--- src/rtl/clkmode_pkg.sv ---
// Package: shared mode type and strap decode for the clock output controller.
// Assumes the strap code is given as pin levels (not as the stored inverse).
package clkmode_pkg;

    localparam int FS_W = 2;

    typedef enum logic [1:0] {
        MODE_NORMAL = 2'd0,
        MODE_TEST   = 2'd1,
        MODE_RSVD   = 2'd2,
        MODE_OFF    = 2'd3
    } outmode_e;

    // Map a frequency-select pin code to an output mode.
    function automatic outmode_e decode_mode(input logic [FS_W-1:0] pins);
        case (pins)
            2'b11:   decode_mode = MODE_NORMAL;
            2'b10:   decode_mode = MODE_TEST;
            2'b01:   decode_mode = MODE_RSVD;
            default: decode_mode = MODE_OFF;
        endcase
    endfunction

endpackage

--- src/rtl/strap_capture.sv ---
// strap_capture: reads the shared strap pins on every clock while reset is
// low and holds the last value afterwards. The frequency-select code is kept
// inverted, as the register block expects, and is turned back into pin
// levels for decoding. Assumes rst_n is held low for at least one clock.
module strap_capture
    import clkmode_pkg::*;
(
    input  logic            clk,
    input  logic            rst_n,
    input  logic [FS_W-1:0] fs_pin_i,
    input  logic            cpu_top_pin_i,
    output outmode_e        mode_o,
    output logic            cpu_top_on_o
);

    logic [FS_W-1:0] fs_inv_q;
    logic            top_pin_q;

    // Capture the straps during reset, hold them after release.
    always_ff @(posedge clk) begin
        if (!rst_n) begin
            fs_inv_q  <= ~fs_pin_i;
            top_pin_q <= cpu_top_pin_i;
        end
    end

    // Decode the pin-level code and the active-low top-CPU strap.
    always_comb begin
        mode_o       = decode_mode(~fs_inv_q);
        cpu_top_on_o = ~top_pin_q;
    end

endmodule

--- src/rtl/tclk_divider.sv ---
// tclk_divider: samples the external test clock into the controller domain
// and derives the divide-by-2 and divide-by-4 phases from its rising edges.
// Reset clears all phases, so the divided outputs start aligned. Assumes the
// test clock is slower than half the controller clock.
module tclk_divider (
    input  logic clk,
    input  logic rst_n,
    input  logic tclk_i,
    output logic tclk_q_o,
    output logic div2_o,
    output logic div4_o
);

    logic tclk_rise;

    // Rising edge of the sampled test clock.
    always_comb tclk_rise = tclk_i & ~tclk_q_o;

    // Sample the test clock and step the divider chain on each rising edge.
    always_ff @(posedge clk) begin
        if (!rst_n) begin
            tclk_q_o <= 1'b0;
            div2_o   <= 1'b0;
            div4_o   <= 1'b0;
        end else begin
            tclk_q_o <= tclk_i;
            if (tclk_rise) begin
                div2_o <= ~div2_o;
                if (div2_o) begin
                    div4_o <= ~div4_o;
                end
            end
        end
    end

endmodule

--- src/rtl/glitchfree_gate_bank.sv ---
// glitchfree_gate_bank: N output gates. Each gate takes a new enable value
// only at a sample where its own source is low, so a high pulse is never
// shortened or started part-way. The output is a flop. Assumes the enables
// are already stable in the clk domain.
module glitchfree_gate_bank #(
    parameter int N = 4
) (
    input  logic         clk,
    input  logic         rst_n,
    input  logic         active_i,
    input  logic [N-1:0] src_i,
    input  logic [N-1:0] en_i,
    output logic [N-1:0] out_o
);

    logic [N-1:0] en_q;

    for (genvar g = 0; g < N; g++) begin : g_gate
        // Update the enable while the source is low; register the output.
        always_ff @(posedge clk) begin
            if (!rst_n) begin
                en_q[g]  <= 1'b0;
                out_o[g] <= 1'b0;
            end else begin
                out_o[g] <= active_i & en_q[g] & src_i[g];
                if (!src_i[g]) begin
                    en_q[g] <= en_i[g];
                end
            end
        end
    end

endmodule

--- src/rtl/clk_strap_mode_ctrl.sv ---
// clk_strap_mode_ctrl: top of the clock output mode controller. It captures
// the straps at reset, then selects normal sources or test-clock phases for
// each group, gates every output glitch-free, and drives the pad enables.
// Assumes every clock input is a level oversampled by clk.
module clk_strap_mode_ctrl
    import clkmode_pkg::*;
#(
    parameter int N_CPU  = 3,
    parameter int N_PCI  = 8,
    parameter int N_APIC = 2,
    parameter int N_SDR  = 8,
    parameter int N_REF  = 2
) (
    input  logic              clk,
    input  logic              rst_n,
    input  logic [FS_W-1:0]   fs_pin_i,
    input  logic              cpu_top_pin_i,
    input  logic              src_cpu_i,
    input  logic              src_pci_i,
    input  logic              src_48m_i,
    input  logic              src_ref_i,
    input  logic              buf_in_i,
    input  logic              tclk_i,
    input  logic [N_SDR-1:0]  en_sdram_i,
    input  logic [N_PCI-1:0]  en_pci_i,
    input  logic [1:0]        en_48m_i,
    output logic [N_CPU-1:0]  cpu_o,
    output logic              mref_o,
    output logic [N_PCI-1:0]  pci_o,
    output logic [N_APIC-1:0] apic_o,
    output logic [N_SDR-1:0]  sdram_o,
    output logic              sdram_free_o,
    output logic [1:0]        clk48_o,
    output logic [N_REF-1:0]  ref_o,
    output logic              oe_o,
    output logic              oe_cpu_top_o
);

    localparam int N_48    = 2;
    localparam int N_LOWER = N_CPU - 1;

    outmode_e mode;
    logic     cpu_top_on;
    logic     active;
    logic     test_sel;
    logic     tclk_q, div2, div4;
    logic     cpu_src, pci_src, c48_src, ref_src;

    strap_capture u_straps (
        .clk          (clk),
        .rst_n        (rst_n),
        .fs_pin_i     (fs_pin_i),
        .cpu_top_pin_i(cpu_top_pin_i),
        .mode_o       (mode),
        .cpu_top_on_o (cpu_top_on)
    );

    tclk_divider u_div (
        .clk     (clk),
        .rst_n   (rst_n),
        .tclk_i  (tclk_i),
        .tclk_q_o(tclk_q),
        .div2_o  (div2),
        .div4_o  (div4)
    );

    // Mode flags and per-group source selection.
    always_comb begin
        active   = (mode == MODE_NORMAL) || (mode == MODE_TEST);
        test_sel = (mode == MODE_TEST);
        cpu_src  = test_sel ? div2   : src_cpu_i;
        pci_src  = test_sel ? div4   : src_pci_i;
        c48_src  = test_sel ? div2   : src_48m_i;
        ref_src  = test_sel ? tclk_q : src_ref_i;
    end

    glitchfree_gate_bank #(.N(N_CPU)) u_cpu (
        .clk     (clk),
        .rst_n   (rst_n),
        .active_i(active),
        .src_i   ({N_CPU{cpu_src}}),
        .en_i    ({cpu_top_on, {N_LOWER{1'b1}}}),
        .out_o   (cpu_o)
    );

    glitchfree_gate_bank #(.N(1)) u_mref (
        .clk     (clk),
        .rst_n   (rst_n),
        .active_i(active),
        .src_i   (cpu_src),
        .en_i    (1'b1),
        .out_o   (mref_o)
    );

    glitchfree_gate_bank #(.N(N_PCI)) u_pci (
        .clk     (clk),
        .rst_n   (rst_n),
        .active_i(active),
        .src_i   ({N_PCI{pci_src}}),
        .en_i    (en_pci_i),
        .out_o   (pci_o)
    );

    glitchfree_gate_bank #(.N(N_APIC)) u_apic (
        .clk     (clk),
        .rst_n   (rst_n),
        .active_i(active),
        .src_i   ({N_APIC{pci_src}}),
        .en_i    ({N_APIC{1'b1}}),
        .out_o   (apic_o)
    );

    glitchfree_gate_bank #(.N(N_SDR)) u_sdram (
        .clk     (clk),
        .rst_n   (rst_n),
        .active_i(active),
        .src_i   ({N_SDR{buf_in_i}}),
        .en_i    (en_sdram_i),
        .out_o   (sdram_o)
    );

    glitchfree_gate_bank #(.N(N_48)) u_c48 (
        .clk     (clk),
        .rst_n   (rst_n),
        .active_i(active),
        .src_i   ({N_48{c48_src}}),
        .en_i    (en_48m_i),
        .out_o   (clk48_o)
    );

    glitchfree_gate_bank #(.N(N_REF)) u_ref (
        .clk     (clk),
        .rst_n   (rst_n),
        .active_i(active),
        .src_i   ({N_REF{ref_src}}),
        .en_i    ({N_REF{1'b1}}),
        .out_o   (ref_o)
    );

    // Free-running memory clock and pad enables, all registered.
    always_ff @(posedge clk) begin
        if (!rst_n) begin
            sdram_free_o <= 1'b0;
            oe_o         <= 1'b0;
            oe_cpu_top_o <= 1'b0;
        end else begin
            sdram_free_o <= active & buf_in_i;
            oe_o         <= active;
            oe_cpu_top_o <= active & cpu_top_on;
        end
    end

endmodule

--- config.mk ---
export PLATFORM = sky130hd
export DESIGN_NAME = clk_strap_mode_ctrl
export DESIGN_NICKNAME = d
export VERILOG_FILES = /design/src/rtl/clkmode_pkg.sv /design/src/rtl/strap_capture.sv /design/src/rtl/tclk_divider.sv /design/src/rtl/glitchfree_gate_bank.sv /design/src/rtl/clk_strap_mode_ctrl.sv
export SDC_FILE = /design/constraint.sdc
export NUM_CORES = 1
export LEC_CHECK = 0
export ABC_AREA = 1
export BUFFER_PORTS_ARGS = -buffer_cell sky130_fd_sc_hd__buf_2
export CORE_ASPECT_RATIO = 1.5
export CORE_UTILIZATION = 38
export DETAILED_ROUTE_END_ITERATION = 16
export PLACE_DENSITY = 0.69
export SYNTH_ARGS = -nofsm -noshare
export SYNTH_HDL_FRONTEND = slang
export SYNTH_HIERARCHICAL = 1
export SYNTH_SLANG_ARGS = --single-unit
--- constraint.sdc ---
create_clock -name clk -period 2.8 [get_ports clk]
set_input_delay 0 -clock clk [delete_from_list [all_inputs] [get_ports clk]]
set_output_delay 0 -clock clk [all_outputs]
set_load 0.05 [all_outputs]
==> run metrics, run 1 <==
Max VDD drop=approximately 0.4 mV; Max clock buf depth=2; Least-Margin Pin Slew=approximately 0.60 ns; Die X=between 60 and 70 um; H-tree depth=3; clock latency on the worst-skew pair=around 0.33 ns; DR pass1 iterations=4; most frequent cells in the layout=nand2_1 (72), dfxtp_1 (58), buf_2 (57); top post-synthesis cells by area=dfxtp_1 (58%), nand2_1 (14%), inv_1 (7.9%); post-placement cell area=roughly 2400 um^2; CP Launch Type=register; FF+latch count, synth=between 60 and 70; largest net degree at the start of global routing=21; GRT Total Usage=0.160; syn_area_per_cell=8.17 um^2; Die Ht=between 90 and 100 um; Tcrit/Tclk final=0.558; CTS tree=built; worst endpoint required time=about 3 ns; Max Clk Rate=between 600 and 700 MHz; endpoints failing setup=0; # nets final=367; share of cells above drive strength 1=0.225; Placer Congestion=0.795; GRT overflow=0; critical path class=register to register; Via Count=between 1500 and 2000; status=finished clean; RSZ-0062 raised after global routing=no; FILL cells=471; # rows=31; Boundary Pins=58; core area=4930 um^2; Post-Syn Area=roughly 2000 um^2; crit path capture type=register; Post-Route Skew=a little over 0.004 ns; Critical Path Fanout Max=20; minimum clock period=approximately 1.6 ns; WL per Instance=roughly 9.5 um; WP data arrival=1.77 ns; post-CTS sizing=0; initial antenna violation count=0; fin. max-slew vios=0; Fin Setup TNS=0 ns; hold crit path type=input port to register; Routed WL=3880 um; vias in the first global route=roughly 1600; Synth Warn #=6; Post-Syn Instances=between 200 and 250; max_cap viols=0; cell taking the most area after synthesis=dfxtp_1; clk sinks=61; cell area after layout=between 2000 and 3000 um^2; ANT cells=0; Distinct cells, synth=14; leakage power=1.44 nW; Initial Util=0.405; sequential fraction of the synthesis area=0.628; DIE AREA=5540 um^2; number of hold violations in the final report=0; Root Buffer Master=clkbuf_8; area fraction of the dominant cell type after synthesis=0.583; clk slew on worst S/H paths=~0.070 ns; headroom to the max-slew limit=0.599; global-route wire length before repair=6360 um; number of port buffers=57; ANT nets after route=0; number of CTS-inserted buffers=9; Synth-to-Final Area Change=40.9%; drt drc=0; Final HPWL DP=~2500 um; most common library cell in the layout ignoring fill and taps=nand2_1; drt via density=just over 4; PwrDens=approximately 690 nW/um^2; DRT iter0 DRCs=72
[flip-flops by register name, summed over array words and instances (netlist names)]
register / cells
u_ref/en_q: 2
u_straps/fs_inv_q: 2
u_pci/en_q: 8
sdram_free_o: 1
oe_o: 1
u_c48/out_o: 2
u_div/tclk_q_o: 1
u_apic/en_q: 2
u_pci/out_o: 8
u_div/div2_o: 1
u_sdram/en_q: 8
u_apic/out_o: 2
u_c48/en_q: 2
u_div/div4_o: 1
u_mref/en_q: 1
u_ref/out_o: 2
u_cpu/en_q: 3
u_mref/out_o: 1
u_cpu/out_o: 3
u_sdram/out_o: 8
u_straps/top_pin_q: 1
oe_cpu_top_o: 1
[synth_stat cells]
cell type and n:
dfxtp_1 58, nor2_1 31, a21oi_2 1, nand3_2 1
edfxtp_1 3, inv_2 1, a21oi_1 26, clkbuf_1 2
inv_1 42, nand2_2 2, nand3_1 3, nand2_1 72
nand4_1 1, conb_1 1
[metrics by stage]
stage / util / total power, mW / std cells / hold WS [ns] / setup slack, ns
final: 0.570 / 1.94 / 408 / 0.0466 / 1.24
after global routing: 0.570 / 2.03 / 408 / 0.0475 / 1.05
after CTS: 0.570 / 1.96 / 408 / 0.0342 / 1.21
after detailed placement: 0.482 / 1.11 / 371 / 0.178 / 1.24
after global placement: 0.482 / 1.10 / 371 / 0.178 / 1.34
after floorplan: - / 1.05 / 250 / 0.0935 / 1.46
[worst paths after layout]
path / from / to / slack (ns) / cells after the start
worst max-delay path: u_straps/fs_inv_q[1]$_DFFE_PN_ / u_pci/en_q[2]$_SDFFE_PN0N_ / 1.24 / 6
worst min-delay path: buf_in_i / sdram_free_o$_SDFF_PN0_ / 0.05 / 3
worst max register to register: u_straps/fs_inv_q[1]$_DFFE_PN_ / u_pci/en_q[2]$_SDFFE_PN0N_ / 1.24 / 6
worst min register to register: u_sdram/en_q[6]$_SDFFE_PN0N_ / u_sdram/out_o[6]$_SDFF_PN0_ / 0.43 / 2
[report_power, final]
group / internal (mW) / switching, mW
clock network: 0.515 / 0.313
registers: 0.914 / 0.0124
logic: 0.0691 / 0.115
total: 1.50 / 0.440
[logic make-up (layout without fill, tap and decap cells)]
group           after synthesis  count (layout)  share of synthesized area
compound gates               27              27                     0.0697
buf+inv                      45             137                     0.0847
other cells                   1               7                    0.00188
flops                        61              61                      0.628
simple gates                110             110                      0.216
[routing by layer]
metal,part of all wire,GRT usage,vias to the layer above
met5,0,0,-
met4,0.031,0.112,0
met3,0.062,0.0559,10
met2,0.49,0.250,50
met1,0.42,0.172,701
li1,-,-,911
[cell type report]
type                    count  area, um^2  area share
flip-flops and latches     61        1250       0.445
multi-input cells         144         596       0.212
well taps                  66        82.6      0.0294
inverters                  43         161      0.0575
clock buffers              10         138      0.0490
clock inverters             5        75.1      0.0267
repair buffers             79         505       0.180
[worst max-delay path, cell delays in order (launching register included)]
cell	delay (ns)
edfxtp_1	0.40
inv_2	0.20
nand2_2	0.11
nand2_1	0.07
nand2_1	0.35
nand2_1	0.23
a21oi_1	0.09
[what timing repair did]
action	4_1_cts	5_1_grt
hold endpoints to repair	23	0
hold buffers	22	0
setup buffers	0	0
Note: power is estimated with default switching activity, not from simulation.
==> inputs of run 2 (changes only) <==
--- a/config.mk
+++ b/config.mk
@@ -10,7 +10,7 @@
 export CORE_ASPECT_RATIO = 1.5
 export CORE_UTILIZATION = 38
 export DETAILED_ROUTE_END_ITERATION = 16
-export PLACE_DENSITY = 0.69
+export PLACE_DENSITY = 0.71
 export SYNTH_ARGS = -nofsm -noshare
 export SYNTH_HDL_FRONTEND = slang
 export SYNTH_HIERARCHICAL = 1
==> constraint.sdc (replaced) <==
create_clock -name clk -period 1.3 [get_ports clk]
set_input_delay 0 -clock clk [delete_from_list [all_inputs] [get_ports clk]]
set_output_delay 0 -clock clk [all_outputs]
set_load 0.05 [all_outputs]
==> run 2 against run 1 <==
Against the previous run: register-to-register slack got worse by 1.2 ns; flip-flop and latch count unchanged; global-route usage up 0.91 points; via count rose by 3.6%; core utilization increased by 1.4 points; critical path depth is 1 lower; critical path type unchanged; largest cell class unchanged; highest routed layer unchanged.
==> run metrics, run 2 (synthesized netlist as in run 1, its figures left out) <==
M3 GR Usage=0.0372; largest net degree at the start of global routing=21; fin. max-slew vios=0; share of cells above drive strength 1=0.251; Die X=roughly 60 um; Util after Layout=0.584; Via Count=1732; Final HPWL DP=roughly 2500 um; Tcrit/Tclk final=0.939; number of hold violations in the final report=0; Die Ht=between 90 and 100 um; GRT overflow=0; leakage power=between 1 and 1.5 nW; ANT nets after route=0; critical path class=register to register; worst endpoint required time=about 1.6 ns; crit path to=u_sdram/out_o[1]$_SDFF_PN0_; CP startpoint=u_straps/fs_inv_q[1]$_DFFE_PN_; DR pass1 iterations=4; GRT Total Usage=0.169; H-tree depth=3; clock latency on the worst-skew pair=0.33 ns; grt met1 use=0.182; cell area after layout=2880 um^2; Synth-to-Final Area Change=44.3%; post-placement cell area=2400 um^2; minimum clock period=1.22 ns; Worst R2R Setup Slack=0.08 ns; drt via density=4.16; PwrDens=around 1400 nW/um^2; cell depth of the worst min-delay path=3; vias in the first global route=roughly 1600; clk slew on worst S/H paths=roughly 0.06 ns; number of port buffers=57; Initial Util=0.405; max_cap viols=0; FF-to-FF End=u_sdram/out_o[1]$_SDFF_PN0_; busiest layer in global routing=met2; clk sinks=slightly above 60; core area=just under 5000 um^2; Root Buffer Master=clkbuf_8; WL per Instance=approximately 10 um; Boundary Pins=between 50 and 60; # nets final=about 370; DRT iter0 DRCs=69; WP data arrival=between 1 and 1.5 ns; Critical Path Fanout Max=8; Post-Route Skew=between 0.006 and 0.007 ns; endpoints failing setup=0; r2r worst-path depth=5; global-route wire length before repair=6780 um; DIE AREA=roughly 5500 um^2; Max VDD drop=slightly below 0.9 mV; drt drc=0; ANT cells=0; Max clock buf depth=2; crit path capture type=register; worst reg2reg path startpoint=u_straps/fs_inv_q[1]$_DFFE_PN_; Routed WL=approximately 4200 um; number of CTS-inserted buffers=9; Placer Congestion=between 0.7 and 0.8; status=finished clean; CTS tree=built; most frequent cells in the layout=nand2_1 (68), dfxtp_1 (58), buf_2 (57); CP Launch Type=register; Hold Startpoint=buf_in_i; met2 GRT Util=0.271; most common library cell in the layout ignoring fill and taps=nand2_1; # rows=31; hold crit path type=input port to register; initial antenna violation count=0; Max Clk Rate=~820 MHz
-- run 2: final cells by class --
cell class	count	area, um^2
clock inverter	6	63.8
timing repair buffer	85	553
multi-input combinational	145	637
fill	489	2050
tap	66	82.6
clock buffer	10	128
sequential	61	1250
inverter	43	161
-- run 2: timing repair --
item / in CTS / in global routing
buffers inserted: 0 / 2
setup endpoints to repair: 0 / 27
gates resized for setup: 0 / 8
hold endpoints to repair: 25 / 0
hold buffers: 23 / 0
-- run 2: worst max-delay path: stages (launching register included) --
cell and delay (ns):
edfxtp_1 0.40, inv_2 0.14, buf_4 0.12, buf_4 0.12, nand2_1 0.20, nor2_1 0.17
-- run 2: power by group --
group / switching [mW] / internal [mW] / total (mW)
sequential: 0.0282 / 1.97 / 2.00
clock: 0.718 / 0.880 / 1.60
combinational: 0.264 / 0.171 / 0.435
-- run 2: per-layer routing --
layer,wire (um),vias up,share of wire
li1,-,933,-
met1,1780,741,0.43
met2,2080,49,0.50
met3,188,9,0.045
met4,110,0,0.026
met5,0,-,0
-- run 2: worst min-delay path by stage --
| stage | endpoint |
|---|---|
| after global placement | u_straps/top_pin_q$_DFFE_PN_ |
| after global routing | sdram_free_o$_SDFF_PN0_ |
| after floorplan | u_div/tclk_q_o$_SDFF_PN0_ |
| after detailed placement | u_straps/top_pin_q$_DFFE_PN_ |
| after CTS | sdram_free_o$_SDFF_PN0_ |
| final | sdram_free_o$_SDFF_PN0_ |
-- run 2: through the flow --
| stage | power [mW] | worst slack (ns) | setup TNS (ns) | cells | hold slack (ns) |
|---|---|---|---|---|---|
| after floorplan | 2.27 | 0.0956 | 0 | 250 | 0.0935 |
| after global placement | 2.38 | 0.0968 | 0 | 374 | 0.179 |
| after detailed placement | 2.39 | 0.0412 | 0 | 374 | 0.181 |
| after CTS | 4.06 | 0.0167 | 0 | 413 | 0.0168 |
| after global routing | 4.21 | -0.0108 | -0.0156 | 416 | 0.0588 |
| final | 4.03 | 0.0795 | 0 | 416 | 0.0399 |
==> inputs of run 3 (changes only) <==
==> constraint.sdc (replaced) <==
create_clock -name clk -period 1.1 [get_ports clk]
set_input_delay 0 -clock clk [delete_from_list [all_inputs] [get_ports clk]]
set_output_delay 0 -clock clk [all_outputs]
set_load 0.05 [all_outputs]
==> run 3 against run 2 <==
Against the previous run: the flow now finishes with violations (setup timing); non-clock buffer count shrank 2; critical path depth grew 2; hold slack lost 0.0071 ns; sequential power grew 19%; count of clock-buffer cells in the layout grew 2; first-iteration DRC count grew 2.9%; clock power grew 4%; die area is the same; flip-flop and latch count is the same; register-to-register slack lost 0.13 ns; largest cell class unchanged.
==> run metrics, run 3 (synthesized netlist as in run 1, its figures left out) <==
Critical Path Fanout Max=10; Max VDD drop=between 0.7 and 0.8 mV; PwrDens=between 1500 and 2000 nW/um^2; Synth-to-Final Area Change=46.0%; Pint=3.44 mW; GRT overflow=0; RSZ-0062 raised after global routing=yes; Root Buffer Master=clkbuf_8; clk slew on worst S/H paths=~0.06 ns; Seq pwr share=0.518; Placer Congestion=a little under 0.8; FILL cells=~430; Placed Cells=between 300 and 400; minimum clock period=around 1.2 ns; sw frac=0.247; crit-path cells=inv_4 -> nand2_4 -> nand2_8 -> nand2_8 -> inv_1 -> nand2_1 -> a21oi_1; crit path capture type=register; Hold Startpoint=rst_n; # nets final=about 370; Initial Util=0.405; H-tree depth=3; # rows=31; leakage power=around 1.5 nW; largest net degree at the start of global routing=21; number of CTS-inserted buffers=9; drt drc=0; share of cells above drive strength 1=0.275; Worst R2R Setup Slack=-0.05 ns; clk sinks=61; hold slack=~0.033 ns; ANT nets after route=0; Multi-input gate area=roughly 710 um^2; worst endpoint required time=between 1 and 1.5 ns; number of port buffers=57; cell depth of the worst min-delay path=3; ANT cells=0; max incr delay on CP=0.42 ns; WL per Instance=around 10 um; drt via density=4.22; most used cell along the critical path=nand2_8; Comb pwr share=0.117; DR pass1 iterations=4; WP data arrival=about 1.4 ns; global-route wire length before repair=between 6000 and 7000 um; Clk pwr share=0.364; WHS Endpoint=u_apic/out_o[0]$_SDFF_PN0_; Max clock buf depth=2; clock latency on the worst-skew pair=0.33 ns; failing checks=setup timing; r2r worst-path depth=7; worst reg2reg path startpoint=u_straps/fs_inv_q[1]$_DFFE_PN_; Die X=approximately 61 um; Non-Filler Instances=slightly above 400; Die Ht=around 90 um; DRT iter0 DRCs=between 70 and 80; Util after Layout=0.591; Post-Route Skew=~0.0042 ns; vias in the first global route=about 1600; core area=~5000 um^2; register area=roughly 1300 um^2; Boundary Pins=58; most common library cell in the layout ignoring fill and taps=nand2_1; FF-to-FF End=u_pci/en_q[0]$_SDFFE_PN0N_; setup ws final=-0.0508 ns; Max Clk Rate=between 800 and 900 MHz; Switch Pwr=between 1 and 1.5 mW; post-placement cell area=2420 um^2; critical path class=register to register; max_cap viols=0; Via Count=1738; CP startpoint=u_straps/fs_inv_q[1]$_DFFE_PN_; GRT Total Usage=0.161; hold crit path type=input port to register; CTS tree=built; cell area after layout=a little under 3000 um^2; CP Launch Type=register; number of hold violations in the final report=0; DIE AREA=5540 um^2; Routed WL=4070 um; Final HPWL DP=2640 um; Crit-path slowest cell=edfxtp_1; status=finished with violations; endpoints failing setup=24; fin. max-slew vios=0; initial antenna violation count=0; Tcrit/Tclk final=1.05; most frequent cells in the layout=nand2_1 (60), dfxtp_1 (58), buf_2 (57)
## run 3: changes by cell type in the layout (fill, tap and decap cells not counted), sizes merged
cell      delta
buf          -2
clkbuf       +2
clkinvlp     -2
bufinv       -1
clkinv       -1
## run 3: repair_timing
action	in CTS	in global routing
hold buffers	23	0
endpoints found under the setup margin	27	44
gates cloned	0	1
buffers inserted	0	0
endpoints found under the hold margin	24	0
pin swaps	0	5
resized for setup	5	15
## run 3: layout make-up
type | instances | share of cell area
Clock buffer | 12 | 0.0533
Clock inverter | 2 | 0.00344
Inverter | 43 | 0.0563
Multi-Input combinational cell | 145 | 0.243
Sequential cell | 61 | 0.430
Tap cell | 66 | 0.0284
Timing Repair Buffer | 83 | 0.185
## run 3: how the worst max path moves through the flow
stage          depth (start not counted)                           to
2_1_floorplan                          7   u_pci/en_q[1]$_SDFFE_PN0N_
3_3_place_gp                           5  u_apic/en_q[0]$_SDFFE_PN0N_
3_5_place_dp                           5  u_apic/en_q[0]$_SDFFE_PN0N_
4_1_cts                                7   u_pci/en_q[2]$_SDFFE_PN0N_
5_1_grt                                7   u_pci/en_q[3]$_SDFFE_PN0N_
6_report                               7   u_pci/en_q[0]$_SDFFE_PN0N_
## run 3: power groups by stage
stage          logic [mW]  clock network, mW  registers, mW
4_1_cts             0.507               1.72           2.36
3_5_place_dp        0.428                  0           2.41
2_1_floorplan       0.217                  0           2.47
3_3_place_gp        0.418                  0           2.41
6_report            0.537               1.67           2.37
5_1_grt             0.597               1.82           2.38
## run 3: routing by layer
layer  share of wire  GRT usage
met1            0.42      0.169
met2            0.50      0.257
met3           0.040     0.0487
met4           0.039      0.121
met5               0          0
## run 3: critical path: cells and delay by family, from the launching register on
| kind | cells | cell delay (ns) |
|---|---|---|
| buffers and inverters | 2 | 0.19 |
| AO/OA/AOI/OAI | 1 | 0.13 |
| AND/OR/NAND/NOR | 4 | 0.33 |
| flip-flops | 1 | 0.42 |
## run 3: through the flow
stage	power [mW]	setup TNS, ns	setup WS [ns]
floorplan	2.69	-0.759	-0.0477
CTS	4.59	-0.363	-0.0461
finish	4.57	-0.538	-0.0508
global placement	2.83	0	0.00265
global route	4.80	-2.83	-0.127
detailed placement	2.84	-0.441	-0.0748
